### src/rtl/sfg_pkg.sv
// Package: shared address map and payload pattern helper for the
// periodic scheduled frame generator.
package sfg_pkg;
    localparam int unsigned ADDR_PERIOD = 0;
    localparam int unsigned PORT_BASE   = 4;
    localparam int unsigned PORT_STRIDE = 4;
    localparam int unsigned SLOT_OFFSET = 0;
    localparam int unsigned SLOT_LENGTH = 1;
    localparam int unsigned SLOT_IVL    = 2;
    localparam int unsigned MIN_PERIOD  = 2;

    // Byte value of the payload for a given seed, beat and byte lane.
    function automatic logic [7:0] pat_byte(input logic [7:0] seed,
                                            input logic [7:0] beat_lo,
                                            input int unsigned lanes,
                                            input int unsigned lane);
        logic [31:0] s;
        s = 32'(seed) + 32'(beat_lo) * 32'(lanes) + 32'(lane);
        return s[7:0];
    endfunction
endpackage

### src/rtl/sfg_cfg_regs.sv
// Configuration store: write-only staging registers and the active copy
// used by the datapath. Assumes wrap_i is high on the last cycle of a period;
// staged values are copied to the active set on that edge.
module sfg_cfg_regs #(
    parameter int unsigned NP      = 2,
    parameter int unsigned CNT_W   = 16,
    parameter int unsigned IVL_W   = 4,
    parameter int unsigned ADDR_W  = 4,
    parameter logic [CNT_W-1:0]    DEF_PER = 16'd528,
    parameter logic [NP*CNT_W-1:0] DEF_OFF = {16'd264, 16'd0},
    parameter logic [NP*CNT_W-1:0] DEF_LEN = {16'd254, 16'd254},
    parameter logic [NP*IVL_W-1:0] DEF_IVL = {4'd1, 4'd1}
) (
    input  logic                 clk,
    input  logic                 rst_n,
    input  logic                 cfg_we,
    input  logic [ADDR_W-1:0]    cfg_addr,
    input  logic [CNT_W-1:0]     cfg_wdata,
    input  logic                 wrap_i,
    output logic [CNT_W-1:0]     act_per_o,
    output logic [NP*CNT_W-1:0]  act_off_o,
    output logic [NP*CNT_W-1:0]  act_len_o,
    output logic [NP*IVL_W-1:0]  stg_ivl_o
);
    import sfg_pkg::*;

    logic [CNT_W-1:0] stg_per;
    logic             per_hit;
    logic [CNT_W-1:0] per_clamped;

    assign per_hit     = cfg_we && (cfg_addr == ADDR_W'(ADDR_PERIOD));
    assign per_clamped = (cfg_wdata < CNT_W'(MIN_PERIOD)) ? CNT_W'(MIN_PERIOD) : cfg_wdata;

    // Staging and activation of the shared period length.
    always_ff @(posedge clk) begin
        if (!rst_n) begin
            stg_per   <= DEF_PER;
            act_per_o <= DEF_PER;
        end else begin
            if (per_hit) stg_per <= per_clamped;
            if (wrap_i)  act_per_o <= stg_per;
        end
    end

    for (genvar p = 0; p < NP; p++) begin : g_port_cfg
        localparam int unsigned BASE = PORT_BASE + PORT_STRIDE * p;
        logic [CNT_W-1:0] stg_off, stg_len;
        logic [IVL_W-1:0] stg_ivl;
        logic off_hit, len_hit, ivl_hit;

        assign off_hit = cfg_we && (cfg_addr == ADDR_W'(BASE + SLOT_OFFSET));
        assign len_hit = cfg_we && (cfg_addr == ADDR_W'(BASE + SLOT_LENGTH));
        assign ivl_hit = cfg_we && (cfg_addr == ADDR_W'(BASE + SLOT_IVL));

        // Staging of per-port settings and activation at the period edge.
        always_ff @(posedge clk) begin
            if (!rst_n) begin
                stg_off <= DEF_OFF[p*CNT_W +: CNT_W];
                stg_len <= DEF_LEN[p*CNT_W +: CNT_W];
                stg_ivl <= DEF_IVL[p*IVL_W +: IVL_W];
                act_off_o[p*CNT_W +: CNT_W] <= DEF_OFF[p*CNT_W +: CNT_W];
                act_len_o[p*CNT_W +: CNT_W] <= DEF_LEN[p*CNT_W +: CNT_W];
            end else begin
                if (off_hit) stg_off <= cfg_wdata;
                if (len_hit) stg_len <= cfg_wdata;
                if (ivl_hit) stg_ivl <= cfg_wdata[IVL_W-1:0];
                if (wrap_i) begin
                    act_off_o[p*CNT_W +: CNT_W] <= stg_off;
                    act_len_o[p*CNT_W +: CNT_W] <= stg_len;
                end
            end
        end

        assign stg_ivl_o[p*IVL_W +: IVL_W] = stg_ivl;

        AST_ACTIVE_LEN_HELD: assert property (@(posedge clk) disable iff (!rst_n)
            !wrap_i |=> $stable(act_len_o[p*CNT_W +: CNT_W]));
    end

    AST_ACTIVE_PER_HELD: assert property (@(posedge clk) disable iff (!rst_n)
        !wrap_i |=> $stable(act_per_o));
    AST_PER_FLOOR: assert property (@(posedge clk) disable iff (!rst_n)
        act_per_o >= CNT_W'(MIN_PERIOD));
endmodule

### src/rtl/sfg_period_timer.sv
// Free-running period counter. Counts 0..per_i-1, flags the last cycle
// (wrap) and the first cycle (period start). Assumes per_i >= 2 and that
// per_i only changes on the edge where wrap is high.
module sfg_period_timer #(
    parameter int unsigned CNT_W = 16
) (
    input  logic             clk,
    input  logic             rst_n,
    input  logic [CNT_W-1:0] per_i,
    output logic [CNT_W-1:0] cnt_o,
    output logic             wrap_o,
    output logic             pstart_o
);
    assign wrap_o   = (cnt_o == per_i - CNT_W'(1));
    assign pstart_o = (cnt_o == '0);

    // Advance the counter, returning to zero after the last cycle.
    always_ff @(posedge clk) begin
        if (!rst_n)      cnt_o <= '0;
        else if (wrap_o) cnt_o <= '0;
        else             cnt_o <= cnt_o + CNT_W'(1);
    end

    AST_CNT_IN_RANGE: assert property (@(posedge clk) disable iff (!rst_n)
        cnt_o < per_i);
    AST_WRAP_TO_ZERO: assert property (@(posedge clk) disable iff (!rst_n)
        wrap_o |=> pstart_o);
    AST_PSTART_SINGLE: assert property (@(posedge clk) disable iff (!rst_n)
        pstart_o |=> !pstart_o);
endmodule

### src/rtl/sfg_tx_port.sv
// One transmit port. Launches a frame when the period counter equals the
// active offset, provided the port is eligible this period and the frame
// fits before the period ends; otherwise pulses an error. Assumes the
// active settings are stable within a period.
module sfg_tx_port #(
    parameter int unsigned CNT_W  = 16,
    parameter int unsigned IVL_W  = 4,
    parameter int unsigned DATA_W = 32,
    parameter int unsigned SEQ_W  = 8,
    parameter logic [DATA_W-1:0] FILL = 32'h07070707
) (
    input  logic              clk,
    input  logic              rst_n,
    input  logic [CNT_W-1:0]  cnt_i,
    input  logic              wrap_i,
    input  logic [CNT_W-1:0]  per_i,
    input  logic [CNT_W-1:0]  off_i,
    input  logic [CNT_W-1:0]  len_i,
    input  logic [IVL_W-1:0]  stg_ivl_i,
    output logic              valid_o,
    output logic              sof_o,
    output logic              eof_o,
    output logic [DATA_W-1:0] data_o,
    output logic              err_o
);
    import sfg_pkg::*;

    localparam int unsigned LANES = DATA_W / 8;

    logic             busy_q;
    logic [CNT_W-1:0] beat_q;
    logic [SEQ_W-1:0] seq_q;
    logic [IVL_W-1:0] ivl_q;
    logic             elig, hit, bad, start;
    logic [CNT_W-1:0] cur_beat;
    logic [CNT_W:0]   end_pos;

    assign elig     = (ivl_q == '0);
    assign hit      = rst_n && elig && !busy_q && (cnt_i == off_i);
    assign end_pos  = {1'b0, off_i} + {1'b0, len_i};
    assign bad      = (len_i == '0) || (end_pos > {1'b0, per_i});
    assign start    = hit && !bad;
    assign err_o    = hit && bad;
    assign cur_beat = start ? '0 : beat_q;
    assign valid_o  = start || busy_q;
    assign sof_o    = start;
    assign eof_o    = valid_o && (cur_beat == len_i - CNT_W'(1));

    for (genvar b = 0; b < LANES; b++) begin : g_lane
        assign data_o[b*8 +: 8] = valid_o
            ? pat_byte(8'(seq_q), cur_beat[7:0], LANES, b)
            : FILL[b*8 +: 8];
    end

    // Track beats of the frame in flight and the per-frame sequence number.
    always_ff @(posedge clk) begin
        if (!rst_n) begin
            busy_q <= 1'b0;
            beat_q <= '0;
            seq_q  <= '0;
        end else if (valid_o) begin
            if (eof_o) begin
                busy_q <= 1'b0;
                beat_q <= '0;
                seq_q  <= seq_q + SEQ_W'(1);
            end else begin
                busy_q <= 1'b1;
                beat_q <= cur_beat + CNT_W'(1);
            end
        end
    end

    // Count down the periods until this port is eligible again.
    always_ff @(posedge clk) begin
        if (!rst_n)      ivl_q <= '0;
        else if (wrap_i) ivl_q <= (ivl_q != '0)      ? ivl_q - IVL_W'(1)
                                : (stg_ivl_i == '0) ? '0
                                : stg_ivl_i - IVL_W'(1);
    end

    AST_NO_SPILL: assert property (@(posedge clk) disable iff (!rst_n)
        (valid_o && wrap_i) |-> eof_o);
    AST_FRAME_CONTIGUOUS: assert property (@(posedge clk) disable iff (!rst_n)
        (valid_o && !eof_o) |=> (valid_o && !sof_o));
    AST_SEQ_STEP: assert property (@(posedge clk) disable iff (!rst_n)
        eof_o |=> (seq_q == $past(seq_q) + SEQ_W'(1)));
    AST_ERR_NO_SEQ: assert property (@(posedge clk) disable iff (!rst_n)
        err_o |=> $stable(seq_q));
endmodule

### src/rtl/sched_frame_gen.sv
// Top of the periodic scheduled frame generator: configuration store,
// shared period timer and one transmit port per generate iteration.
// Assumes a single clock domain and synchronous active-low reset.
module sched_frame_gen #(
    parameter int unsigned NP     = 2,
    parameter int unsigned CNT_W  = 16,
    parameter int unsigned IVL_W  = 4,
    parameter int unsigned ADDR_W = 4,
    parameter int unsigned DATA_W = 32,
    parameter int unsigned SEQ_W  = 8,
    parameter logic [CNT_W-1:0]    DEF_PER = 16'd528,
    parameter logic [NP*CNT_W-1:0] DEF_OFF = {16'd264, 16'd0},
    parameter logic [NP*CNT_W-1:0] DEF_LEN = {16'd254, 16'd254},
    parameter logic [NP*IVL_W-1:0] DEF_IVL = {4'd1, 4'd1},
    parameter logic [DATA_W-1:0]   FILL    = 32'h07070707
) (
    input  logic                 clk,
    input  logic                 rst_n,
    input  logic                 cfg_we,
    input  logic [ADDR_W-1:0]    cfg_addr,
    input  logic [CNT_W-1:0]     cfg_wdata,
    output logic                 pstart_o,
    output logic [NP-1:0]        tx_valid_o,
    output logic [NP-1:0]        tx_sof_o,
    output logic [NP-1:0]        tx_eof_o,
    output logic [NP*DATA_W-1:0] tx_data_o,
    output logic [NP-1:0]        cfg_err_o
);
    logic [CNT_W-1:0]    act_per, cnt;
    logic [NP*CNT_W-1:0] act_off, act_len;
    logic [NP*IVL_W-1:0] stg_ivl;
    logic                wrap;

    sfg_cfg_regs #(
        .NP(NP), .CNT_W(CNT_W), .IVL_W(IVL_W), .ADDR_W(ADDR_W),
        .DEF_PER(DEF_PER), .DEF_OFF(DEF_OFF), .DEF_LEN(DEF_LEN), .DEF_IVL(DEF_IVL)
    ) cfg_i (
        .clk(clk), .rst_n(rst_n), .cfg_we(cfg_we), .cfg_addr(cfg_addr),
        .cfg_wdata(cfg_wdata), .wrap_i(wrap), .act_per_o(act_per),
        .act_off_o(act_off), .act_len_o(act_len), .stg_ivl_o(stg_ivl)
    );

    sfg_period_timer #(.CNT_W(CNT_W)) timer_i (
        .clk(clk), .rst_n(rst_n), .per_i(act_per), .cnt_o(cnt),
        .wrap_o(wrap), .pstart_o(pstart_o)
    );

    for (genvar p = 0; p < NP; p++) begin : g_port
        sfg_tx_port #(
            .CNT_W(CNT_W), .IVL_W(IVL_W), .DATA_W(DATA_W), .SEQ_W(SEQ_W), .FILL(FILL)
        ) port_i (
            .clk(clk), .rst_n(rst_n), .cnt_i(cnt), .wrap_i(wrap), .per_i(act_per),
            .off_i(act_off[p*CNT_W +: CNT_W]), .len_i(act_len[p*CNT_W +: CNT_W]),
            .stg_ivl_i(stg_ivl[p*IVL_W +: IVL_W]),
            .valid_o(tx_valid_o[p]), .sof_o(tx_sof_o[p]), .eof_o(tx_eof_o[p]),
            .data_o(tx_data_o[p*DATA_W +: DATA_W]), .err_o(cfg_err_o[p])
        );
    end

    AST_RESET_QUIET: assert property (@(posedge clk)
        !rst_n |-> (tx_valid_o == '0 && cfg_err_o == '0));
endmodule

### config.mk
export PLATFORM = sky130hd
export DESIGN_NAME = sched_frame_gen
export DESIGN_NICKNAME = d
export VERILOG_FILES = /design/src/rtl/sfg_pkg.sv /design/src/rtl/sfg_cfg_regs.sv /design/src/rtl/sfg_period_timer.sv /design/src/rtl/sfg_tx_port.sv /design/src/rtl/sched_frame_gen.sv
export SDC_FILE = /design/constraint.sdc
export NUM_CORES = 1
export LEC_CHECK = 0
export BUFFER_PORTS_ARGS = -buffer_cell sky130_fd_sc_hd__buf_4
export CAP_MARGIN = 20
export CELL_PAD_IN_SITES_DETAIL_PLACEMENT = 1
export CELL_PAD_IN_SITES_GLOBAL_PLACEMENT = 2
export CORE_ASPECT_RATIO = 2
export CORE_MARGIN = 4
export CORE_UTILIZATION = 37
export CTS_CLUSTER_DIAMETER = 120
export DETAILED_ROUTE_END_ITERATION = 6
export GPL_ROUTABILITY_DRIVEN = 0
export PLACE_DENSITY = 0.88
export SLEW_MARGIN = 20
export SYNTH_ARGS = -nofsm -noshare
export SYNTH_HDL_FRONTEND = slang
export SYNTH_HIERARCHICAL = 1
export SYNTH_SLANG_ARGS = --single-unit
### constraint.sdc
create_clock -name clk -period 8.56 [get_ports clk]
set_input_delay 1.712 -clock clk [delete_from_list [all_inputs] [get_ports clk]]
set_output_delay 1.712 -clock clk [all_outputs]
set_load 0.03 [all_outputs]
* Yosys cells after proc, flatten, opt, wreduce, memory -nomap -nowiden
Cells that the tools add are included.
** Storage, ports and cells
- Bits in registers :: 242
- Latch bits :: 0
- Bits in writable memories :: 0
- Memory bits (read-only) :: 0
- Input port bits :: 23
- Output and inout bits :: 73
- Word-level logic and storage cells :: 117
- Memories kept :: 0
** Operators by class
- Add/sub/neg operators :: 22
- Multipliers :: 0
- Div/mod/pow operators :: 0
- Order comparisons :: 3
- Eq/ne operators :: 11
- Shift operators :: 0
- Muxes and demuxes :: 19
- Bitwise gates (word level) :: 1
- Reductions and logical operators :: 40
** Operators by type and width (count)
- 16-bit == test :: 5
- 16-bit 2-to-1 mux :: 5
- 8-bit 2-to-1 mux :: 8
- 16-bit by 1-bit adder with 16-bit output, second input constant :: 3
- 16-bit logical NOT :: 3
- 16-bit by 1-bit subtractor with 16-bit output, second input constant :: 3
- 16-bit by 16-bit adder with 17-bit output :: 2
- 17-bit by 16-bit > comparator with 1-bit output :: 2
- 8-bit by 1-bit adder with 8-bit output, second input constant :: 4
- 8-bit by 2-bit adder with 8-bit output, second input constant :: 4
- 4-bit logical NOT :: 5
- 1-bit logical AND :: 19
- 8-bit adder :: 2
- 16-bit by 2-bit < comparator with 1-bit output, second input constant :: 1
- 4-bit 2-to-1 mux :: 4
- 4-bit by 1-bit subtractor with 4-bit output, second input constant :: 4
- 4-bit by 3-bit == test with 1-bit output, second input constant :: 3
- 4-bit == test, second input constant :: 3
- 4-bit nonzero test :: 2
- 1-bit logical NOT :: 4
- 1-bit logical OR :: 4
- 2-bit AND reduction :: 2
- 1-bit 2-to-1 mux :: 2
- 2-bit OR reduction :: 1
- 1-bit inverter :: 1

* Logic depth before layout (Yosys ltp)
- Depth in word-level cells :: 9
- Gate-level depth with buffers :: 33
- Depth with buffers taken out :: 32

* Cells and area by module
Netlist, hierarchy kept.
** By module, submodules not included
- sfg_cfg_regs :: times used 1, cells each 676, area an instance 6177.2 um^2, sequential area each 3363.2 um^2
- sfg_tx_port (g_port[0].port_i) :: times used 1, cells each 605, area an instance 4455.5 um^2, sequential area each 580.6 um^2
- sfg_tx_port (g_port[1].port_i) :: times used 1, cells each 615, area an instance 4335.4 um^2, sequential area each 580.6 um^2
- sfg_period_timer :: times used 1, cells each 174, area an instance 1341.3 um^2, sequential area each 320.3 um^2

* Worst setup path before layout
No wires, ideal clock.
- Path kind :: flip-flop to output port
- Start point :: register cfg_i.act_len_o[21]
- End point :: output port tx_data_o[62]
- Data arrival time :: 6.436 ns
- Data required time :: 6.848 ns
- Setup slack :: 0.412 ns
- Cell stages (with the launch flop) :: 28
- Buffers on the path :: 2
- Path through :: dfxtp_1 -> ha_1 -> and3_1 -> a211o_1 -> and4_4 -> or2_2 -> a21oi_1 -> nor2b_1 -> o21ai_0 -> a21oi_1 -> xor2_1 -> ha_1 -> a21o_1 -> a21oi_1 -> a21o_1 -> o311ai_1 -> or2_2 -> buf_2 -> buf_2 -> and2_1 -> ha_1 -> a21o_1 -> a21oi_1 -> xnor2_1 -> nor3_1 -> nand2_1 -> or3_1 -> a21oi_1
** Between the ends
- Longest elaborated chain between the ends :: 9
- Elaborated cells on any way between the ends :: 11
- Those cells by class :: 3 x add/sub; 1 x order compare; 2 x mux; 5 x reduce/logical
** RTL lines
- start: declaration :: line sfg_cfg_regs.sv:22 : output logic [NP*CNT_W-1:0] act_len_o,
- start signal: indexed assignment :: line sfg_cfg_regs.sv:62 : act_len_o[p*CNT_W +: CNT_W] <= DEF_LEN[p*CNT_W +: CNT_W];
- start signal: indexed assignment :: line sfg_cfg_regs.sv:69 : act_len_o[p*CNT_W +: CNT_W] <= stg_len;
- 16-bit by 16-bit adder with 17-bit output :: line sfg_tx_port.sv:40 : assign end_pos = {1'b0, off_i} + {1'b0, len_i};
- 17-bit by 16-bit > comparator with 1-bit output :: line sfg_tx_port.sv:41 : assign bad = (len_i == '0) || (end_pos > {1'b0, per_i});
- 1-bit logical OR (*) :: line sfg_tx_port.sv:41
- 1-bit logical NOT (*) :: line sfg_tx_port.sv:42 : assign start = hit && !bad;
- 1-bit logical AND (*) :: line sfg_tx_port.sv:42
- 16-bit 2-to-1 mux :: line sfg_tx_port.sv:44 : assign cur_beat = start ? '0 : beat_q;
- 8-bit adder :: line sfg_pkg.sv:18 : s = 32'(seed) + 32'(beat_lo) * 32'(lanes) + 32'(lane);
- 8-bit by 2-bit adder with 8-bit output :: line sfg_pkg.sv:18
- 8-bit 2-to-1 mux (*) :: line sfg_tx_port.sv:51 : ? pat_byte(8'(seq_q), cur_beat[7:0], LANES, b)
- end: declaration :: line sched_frame_gen.sv:26 : output logic [NP*DATA_W-1:0] tx_data_o,
Every way passes the cells marked *; elsewhere a longest branch is shown, timed or not.

* Worst setup path in the final report
- Start point :: register cfg_i.act_len_o[17]
- End point :: output port tx_data_o[62]
The elaborated chain is that of the path after synthesis.

==> results.md <==
* Outcome: finished clean
* Cts bufs inserted at 23
* Post-synth EDFFs at 0
* Worst r2r src: cfg_i/act_len_o[0]
* Crit path time final at 8294 ps
* Setup violators final at 0
* Leading cell type in the layout, fill and taps excluded: dfxtp_1
* Top FF cell, synth: dfxtp_1
* Vias per cell at 5.852
* Max Slew Vio Count at 0
* Rows at 108
* Starting Density at a little under two fifths
* Gr usage total at 23.40%
* WL final at between 50,000 and 60,000 um
* Ant. Diodes at 0
* Leak at ~6.9 nW
* Die area at 47,710 sq um
* Final #Nets at about 2,200
* Synthesized area at 16,310 sq um
* Clk_lat worst skew at around 530 ps
* Post-DP HPWL at 43,900 um
* Antenna violations before repair at 0
* H-tree levels at 1
* Worst rel slew slack at 25.16%
* Reg area at 4853 sq um
* Path type of the worst min-delay path: reg2reg
* WP data arrival at between 6000 and 7000 ps
* Ys Warns at 6
* Die Height at 304.9 um
* Via count at 15,625
* Most frequent cells in the layout: dfxtp_1 (235), nor2_1 (195), nand3_1 (167), nand2_1 (166), o21ai_0 (133)
* DRC viols at 0
* DRT antenna net count at 0
* Synth-to-Final Area Change at 12.93%
* Pwr Density at between 100 and 150 nW/um^2
* WHS at around 480 ps
* Total grt overflow at 0
* Slew of the pin with the lowest slew margin at 1120 ps
* MaxCap Viol Count at 0
* CP required at ~6900 ps
* Clock buffer depth at 3
* Final Hold Vio Count at 0
* Placed Area at roughly 17,000 sq um
* Critical path launch point type: register
* Hold buffers post-CTS at 0
* F_max at 0.1206 GHz
* Layout Skew at 10.09 ps
* Peak VDD IR at 0.1354 mV
* First-pass GRT wire length at ~90,000 um
* Fin crit share at 96.89%
* CP max stage delay at 440 ps
* Number of global-route vias before repair at approximately 16,000
* Number of synthesized register bits at ~240
* I/O pins at 96
* Post-synthesis sequential area ratio at 29.70%
* CTS tree: built
* Layout cell share with drive strength beyond 1 at between 10% and 20%
* Wire length per cell at 21.65 um
* Final Cell Area at 18,420 sq um
* Critical path class: reg2out
* First DRT Iteration DRCs at 723
* Footprint of the multi-input gates at 10,770 sq um
* Drt pass-1 iters at 5
* Hold_sp: cfg_i/stg_per[10]
* Synthesized area per cell at 7.879 sq um
* Reg clk slew, reported paths at 70 ps
* Filler Cells Inserted at ~5,300
* Largest net degree at the start of global routing at 90
* Post-synth cell types at 89
* Core area at 43,510 sq um
* Syn Nets at 2,188
* CTS sink cnt at 242
* Crit-path max FO at 8
* Port Buf Inserts at 95
* Setup crit start: cfg_i/act_len_o[17]
* Synth Instances at between 2,000 and 2,500
* Die X at ~160 um
* Asr flop ratio synth at 0%
* CP max stage cell: dfxtp_1
* Crit path capture type: output port
* Root Driver: clkbuf_16
[cell usage after synthesis, types with 23 or more instances]
| master | instances | area (sq um) |
|---|---|---|
| o21ai_0 | 135 | 675.7 |
| nand3_1 | 167 | 835.8 |
| a21oi_1 | 129 | 645.6 |
| dfxtp_1 | 242 | 4845 |
| ha_1 | 91 | 1139 |
| nor2_1 | 196 | 735.7 |
| nand4_1 | 36 | 225.2 |
| xor2_1 | 60 | 525.5 |
| mux2i_1 | 92 | 920.9 |
| nor2b_1 | 23 | 143.9 |
| nor3_1 | 52 | 260.3 |
| nor4_1 | 33 | 206.5 |
| xnor2_1 | 115 | 1007 |
| clkbuf_1 | 81 | 304.0 |
| inv_1 | 97 | 364.1 |
| nand2_1 | 166 | 623.1 |
[report_power, final]
part           total [mW]  internal, mW  switching, mW
combinational       0.211        0.0630          0.148
sequential           1.15          1.14         0.0185
clock                1.11         0.629          0.478
total                2.47          1.83          0.644
[per-stage QoR]
step	TNS (ps)	setup WS (ps)	utilization, %	power, mW	std cells
after detailed placement	0	178.4	39.94	1.388	2620
final	0	265.8	42.33	2.472	2670
after global placement	0	582.8	39.94	1.382	2620
after global routing	-270.1	-93.62	42.33	2.556	2670
after floorplan	0	412.4	-	1.298	2070
after CTS	0	5.971	41.96	2.500	2663
[state kept, by name (all words and copies together), names as in the netlist]
signal                    cells
g_port.port_i/busy_q          2
cfg_i/act_len_o              32
cfg_i/stg_per                16
cfg_i/g_port_cfg.stg_off     32
g_port.port_i/beat_q         32
timer_i/cnt_o                16
cfg_i/act_off_o              32
cfg_i/act_per_o              16
cfg_i/g_port_cfg.stg_ivl      8
cfg_i/g_port_cfg.stg_len     32
g_port.port_i/ivl_q           8
g_port.port_i/seq_q          16
[final timing paths]
kind | end | slack [ps] | cells after the start
max | tx_data_o[62] | 270 | 29
min | cfg_i/stg_per[10] | 480 | 2
max reg2reg | g_port[0].port_i/beat_q[12] | 2470 | 27
min reg2reg | cfg_i/stg_per[10] | 480 | 2
[cell type report]
cell class,count,share of cell area (%)
clock inverters,14,1.019
repair buffers,127,5.176
flip-flops and latches,242,26.35
inverters,97,1.984
multi-input cells,1613,58.47
clock buffers,27,3.261
well taps,550,3.736
[kinds of logic (layout without fill, tap and decap cells)]
logic type               Yosys count  after routing  share of synthesized area, %
AND/OR/NAND/NOR                  828            828                         26.08
AO/OA/AOI/OAI                    419            419                         16.04
flip-flops                       242            242                         29.70
buffers and inverters            215            265                         5.385
XOR/XNOR                         175            175                         9.398
multiplexers                      96             96                         5.922
adder cells (fa/ha/maj)           95             95                         7.472
[per-layer routing]
layer  global-route usage, %  wire length, um  up-vias
met1                   24.66            21280     7646
met4                   12.63             3475        0
met2                   44.70            31110      386
met5                       0                0        -
met3                   1.860             1944      170
li1                        -                -     7423
[worst max-delay path: cells and delay by family (launching register included)]
kind	cells	cell delay [ps]
buffers and inverters	4	610
flip-flops	1	440
AO/OA/AOI/OAI	13	2630
AND/OR/NAND/NOR	7	1090
XOR/XNOR	1	160
adder cells (fa/ha/maj)	4	1120
[timing repair]
item / CTS / global route
resized for setup: 15 / 26
buffers inserted: 2 / 7
pin swaps: 2 / 8
endpoints found under the setup margin: 12 / 26
No activity file was read; power rests on OpenSTA's default activity.
